## config.mk

```make
export PLATFORM = sky130hd
export DESIGN_NAME = supply_monitor_ctrl
export DESIGN_NICKNAME = d
export VERILOG_FILES = /design/src/rtl/supply_monitor_pkg.sv /design/src/rtl/supply_monitor_datapath.sv /design/src/rtl/supply_monitor_fsm.sv /design/src/rtl/supply_monitor_ctrl.sv
export SDC_FILE = /design/constraint.sdc
export NUM_CORES = 1
export LEC_CHECK = 0
export ABC_AREA = 1
export CAP_MARGIN = 5
export CORE_AREA = 3 3 40 42
export DETAILED_ROUTE_END_ITERATION = 16
export DIE_AREA = 0 0 43 45
export DONT_BUFFER_PORTS = 1
export GPL_ROUTABILITY_DRIVEN = 0
export PLACE_DENSITY_LB_ADDON = 0.08
export SYNTH_ARGS = -nofsm -noshare
export SYNTH_HDL_FRONTEND = slang
export SYNTH_HIERARCHICAL = 1
export SYNTH_SLANG_ARGS = --single-unit
```

## constraint.sdc

```tcl
create_clock -name clk -period 0.86 [get_ports clk]
set_input_delay 0.129 -clock clk [delete_from_list [all_inputs] [get_ports clk]]
set_output_delay 0.129 -clock clk [all_outputs]
set_load 0.02 [all_outputs]
```

## src/rtl/supply_monitor_pkg.sv

```systemverilog
package supply_monitor_pkg;
  // strobes from the control FSM to the datapath
  typedef struct packed {
    logic monEnable;  // monitor currently active
    logic tripHeld;   // reset latched by falling trip
  } monCtl_t;
endpackage

```

## src/rtl/supply_monitor_datapath.sv

```systemverilog
module supply_monitor_datapath
  import supply_monitor_pkg::*;
#(
  parameter int SYNC_STAGES = 2,
  parameter int ADDR_W = 8,
  parameter int DATA_W = 8,
  parameter logic [ADDR_W-1:0] STATUS_ADDR = 8'h0C
) (
  input  logic              clk,
  input  logic              rstN,
  input  logic              belowIn,
  input  logic              aboveIn,
  input  monCtl_t           ctl,
  input  logic              busRead,
  input  logic [ADDR_W-1:0] busAddr,
  output logic              belowSync,
  output logic              aboveSync,
  output logic [DATA_W-1:0] busRdata
);
  localparam int CHANNELS = 2;
  localparam int PAD_W = DATA_W - 1;

  logic [CHANNELS-1:0] rawIn;
  logic [CHANNELS-1:0] syncOut;
  logic statusFlag;

  assign rawIn = {aboveIn, belowIn};

  for (genvar ch = 0; ch < CHANNELS; ch++) begin : gSync
    logic [SYNC_STAGES-1:0] chain;
    always_ff @(posedge clk or negedge rstN) begin
      if (!rstN) chain <= '0;
      else       chain <= {chain[SYNC_STAGES-2:0], rawIn[ch]};
    end
    assign syncOut[ch] = chain[SYNC_STAGES-1];
  end

  assign belowSync = syncOut[0];
  assign aboveSync = syncOut[1];

  always_ff @(posedge clk or negedge rstN) begin
    if (!rstN) statusFlag <= 1'b0;
    else       statusFlag <= ctl.monEnable & belowSync;
  end

  always_comb begin
    if (busRead && busAddr == STATUS_ADDR) busRdata = {statusFlag, {PAD_W{1'b0}}};
    else                                   busRdata = '0;
  end
endmodule

```

## src/rtl/supply_monitor_fsm.sv

```systemverilog
module supply_monitor_fsm
  import supply_monitor_pkg::*;
(
  input  logic    clk,
  input  logic    rstN,
  input  logic    belowSync,
  input  logic    aboveSync,
  input  logic    cfgPowerDown,
  input  logic    cfgResetDisable,
  input  logic    cfgStopKeep,
  input  logic    stopMode,
  output monCtl_t ctl
);
  typedef enum logic {ARMED, TRIPPED} tripState_t;
  tripState_t state, stateNext;
  logic active;

  assign active = !cfgPowerDown && !(stopMode && !cfgStopKeep);

  always_comb begin
    stateNext = state;
    if (!active) stateNext = ARMED;
    else begin
      case (state)
        ARMED:   if (belowSync && !cfgResetDisable) stateNext = TRIPPED;
        TRIPPED: if (aboveSync) stateNext = ARMED;
        default: stateNext = ARMED;
      endcase
    end
  end

  always_ff @(posedge clk or negedge rstN) begin
    if (!rstN) state <= ARMED;
    else       state <= stateNext;
  end

  assign ctl.monEnable = active;
  assign ctl.tripHeld  = (state == TRIPPED);
endmodule

```

## src/rtl/supply_monitor_ctrl.sv

```systemverilog
module supply_monitor_ctrl
  import supply_monitor_pkg::*;
#(
  parameter int SYNC_STAGES = 2,
  parameter int ADDR_W = 8,
  parameter int DATA_W = 8,
  parameter logic [ADDR_W-1:0] STATUS_ADDR = 8'h0C
) (
  input  logic              clk,
  input  logic              rstN,
  input  logic              belowFall,
  input  logic              aboveRise,
  input  logic              cfgPowerDown,
  input  logic              cfgResetDisable,
  input  logic              cfgStopKeep,
  input  logic              cfgRange5v,
  input  logic              stopMode,
  input  logic              busRead,
  input  logic [ADDR_W-1:0] busAddr,
  output logic [DATA_W-1:0] busRdata,
  output logic              rangeSel,
  output logic              resetReq,
  output logic              resetPinN
);
  monCtl_t ctl;
  logic belowSync, aboveSync;

  supply_monitor_datapath #(
    .SYNC_STAGES(SYNC_STAGES), .ADDR_W(ADDR_W),
    .DATA_W(DATA_W), .STATUS_ADDR(STATUS_ADDR)
  ) i_datapath (
    .clk(clk), .rstN(rstN), .belowIn(belowFall), .aboveIn(aboveRise),
    .ctl(ctl), .busRead(busRead), .busAddr(busAddr),
    .belowSync(belowSync), .aboveSync(aboveSync), .busRdata(busRdata)
  );

  supply_monitor_fsm i_fsm (
    .clk(clk), .rstN(rstN), .belowSync(belowSync), .aboveSync(aboveSync),
    .cfgPowerDown(cfgPowerDown), .cfgResetDisable(cfgResetDisable),
    .cfgStopKeep(cfgStopKeep), .stopMode(stopMode), .ctl(ctl)
  );

  assign rangeSel  = cfgRange5v;
  assign resetReq  = ctl.tripHeld;
  assign resetPinN = !ctl.tripHeld;
endmodule

```

==> out/qor.csv <==
metric,value,unit
status,"complete, but fails checks",
failing checks,setup timing,
cell count after synthesis,37,
post-synthesis cell type count,8,
clock-pin slew on the worst setup and hold paths,0.05,ns
Worst Hold Class,in -> reg,
total grt overflow,0,
PD cells,1750,mW/mm2
# DRC,0,
Critical R2R Capture,i_fsm/state,
"area leader, netlist",dfrtp_1,
vias per cell,3.77,
Fin. Hold Viols,0,
Worst-Skew Late Latency,0.24,ns
Root Driver,clkbuf_4,
Slew Limit Fails,0,
Filler Cell Count,138,
final period utilization,115,%
Die Wd,43,um
CP Capture Type,output pin,
drt first pass iters,3,
Crit path required time,0.73,ns
die extent in y,45,um
R2R cell count,4,
Setup crit end,busRdata[7],
initial antenna violation count,0,
Die ar.,0.00194,mm2
CP Max Fanout,1,
DP HPWL,434,um
Routed Antenna Nets,0,
sequential share of the synthesized area,48.4,%
All-Layer GR Usage,5.79,%
H-tree Lvls,1,
CTS Sinks,6,
largest net degree at the start of global routing,7,
initial core utilization,24.1,%
via count,215,
worst hold start,cfgPowerDown,
Setup Skew,0.00580,ns
area grow syn2layout,18.1,%
maximum vdd drop,0.000894,V
largest cells by area after synthesis,"dfrtp_1, buf_4, inv_1",
crit path kind,reg -> out,
initial detailed-routing violation count,4,
CTS Buffer Depth,2,
CP Launch Point,i_datapath/statusFlag,
most frequent cells in the layout,"conb_1, dfrtp_1, nor2_1, inv_1",
CTS tree,yes,
CP Launch Type,flip-flop,
critical path data arrival time,0.86,ns
fin crit period,0.987,ns
CTS Buf Count,3,
FP Rows,13,
top-area cell type share of the netlist area,48.4,%
vias in the first global route,224,
first-pass GRT wire length,765,um
FF-to-FF Start,i_fsm/state,
P_leak,0.000198,uW
synthesized area per cell,8.39,um2
pre-CTS WS,0.104,ns
"most common cell after layout, fill and taps aside",conb_1,
Nets,62,
Max Cap Violations,0,
Ys Warns,6,
io pins,29,
Synth Register Bits,6,
I/O Buffers,0,
"setup slack, reg-to-reg",0.05,ns
Final setup violation count,3,
RSZ-0062 raised after global routing,yes,
final WL,496,um
setup ws final,-0.127,ns
core area,0.00128,mm2
FMAX,1010,MHz
Mapped Area,310,um2
layout cells sized above 1,21.4,%
post-DR wirelength/cell,8.70,um
Hold Slack,0.0386,ns
diode count,0,
-- worst max-delay path, stage by stage (launching register included) --
cell and delay (ns):
dfrtp_1 0.35, nand3_1 0.08, nor2_1 0.04, buf_4 0.15
-- worst min path at each step --
stage                                        end  slack, ns  cells past startpoint
floorplan           i_datapath/gSync[0].chain[0]      -0.17                      0
finish                     i_datapath/statusFlag       0.04                      3
global placement    i_datapath/gSync[0].chain[0]      -0.17                      0
detailed placement  i_datapath/gSync[1].chain[0]      -0.17                      0
CTS                        i_datapath/statusFlag       0.03                      3
global route                         i_fsm/state       0.04                      3
-- logic make-up after synthesis --
group                  after synthesis  synth area share, %
AOI/OAI and AO/OA                    2                 3.23
buffers and inverters               16                 31.5
DFF                                  6                 48.4
other                                1                 1.21
and+or+nand+nor                     12                 15.7
-- final cells by class --
class | instances | area [um2] | area share, %
multi-input cells | 21 | 92.6 | 25.3
inverters | 6 | 22.5 | 6.14
flip-flops and latches | 6 | 150 | 41.0
well taps | 15 | 18.8 | 5.12
clock buffers | 3 | 22.5 | 6.14
repair buffers | 6 | 60.1 | 16.4
-- layer usage --
layer,track usage [%],routed length [um],up-vias,part of all wire (%)
met3,5.18,83,0,17
met5,0,0,-,0
met1,3.70,144,94,29
met2,11.4,268,19,54
met4,1.81,0,0,0
li1,-,-,102,-
-- sequential cells by signal, summed over array words and instances, names as in the netlist --
signal                  flops
i_datapath/gSync.chain      4
i_datapath/statusFlag       1
i_fsm/state                 1
-- power by group --
group	switching, uW	internal [uW]	total, uW
combinational	55.1	29.8	84.9
sequential	7.32	298	305
clock	93.6	157	251
total	156	485	641
-- what timing repair did --
| action | 4_1_cts | 5_1_grt |
|---|---|---|
| resized for setup | 2 | 3 |
| setup buffers | 1 | 0 |
| pin swaps | 2 | 2 |
| hold buffers | 3 | 0 |
| endpoints found under the hold margin | 8 | 0 |
| endpoints found under the setup margin | 3 | 4 |
-- stage by stage --
step                      area, um2  TNS (ns)  instances  power [uW]  util, %
final                           367    -0.234         57         641     28.5
after detailed placement        292         0         50         368     22.7
after global routing            367    -0.388         57         693     28.5
after CTS                       355    -0.259         57         650     27.7
after floorplan                 333         0         43         398        -
after global placement          292         0         50         366     22.7
-- synth_stat cells --
library cell / n
dfrtp_1: 6
nor2_1: 5
conb_1: 1
inv_1: 6
buf_4: 10
nand3_1: 3
a21oi_1: 2
nand2_1: 4
No activity file was read; power rests on OpenSTA's default activity.
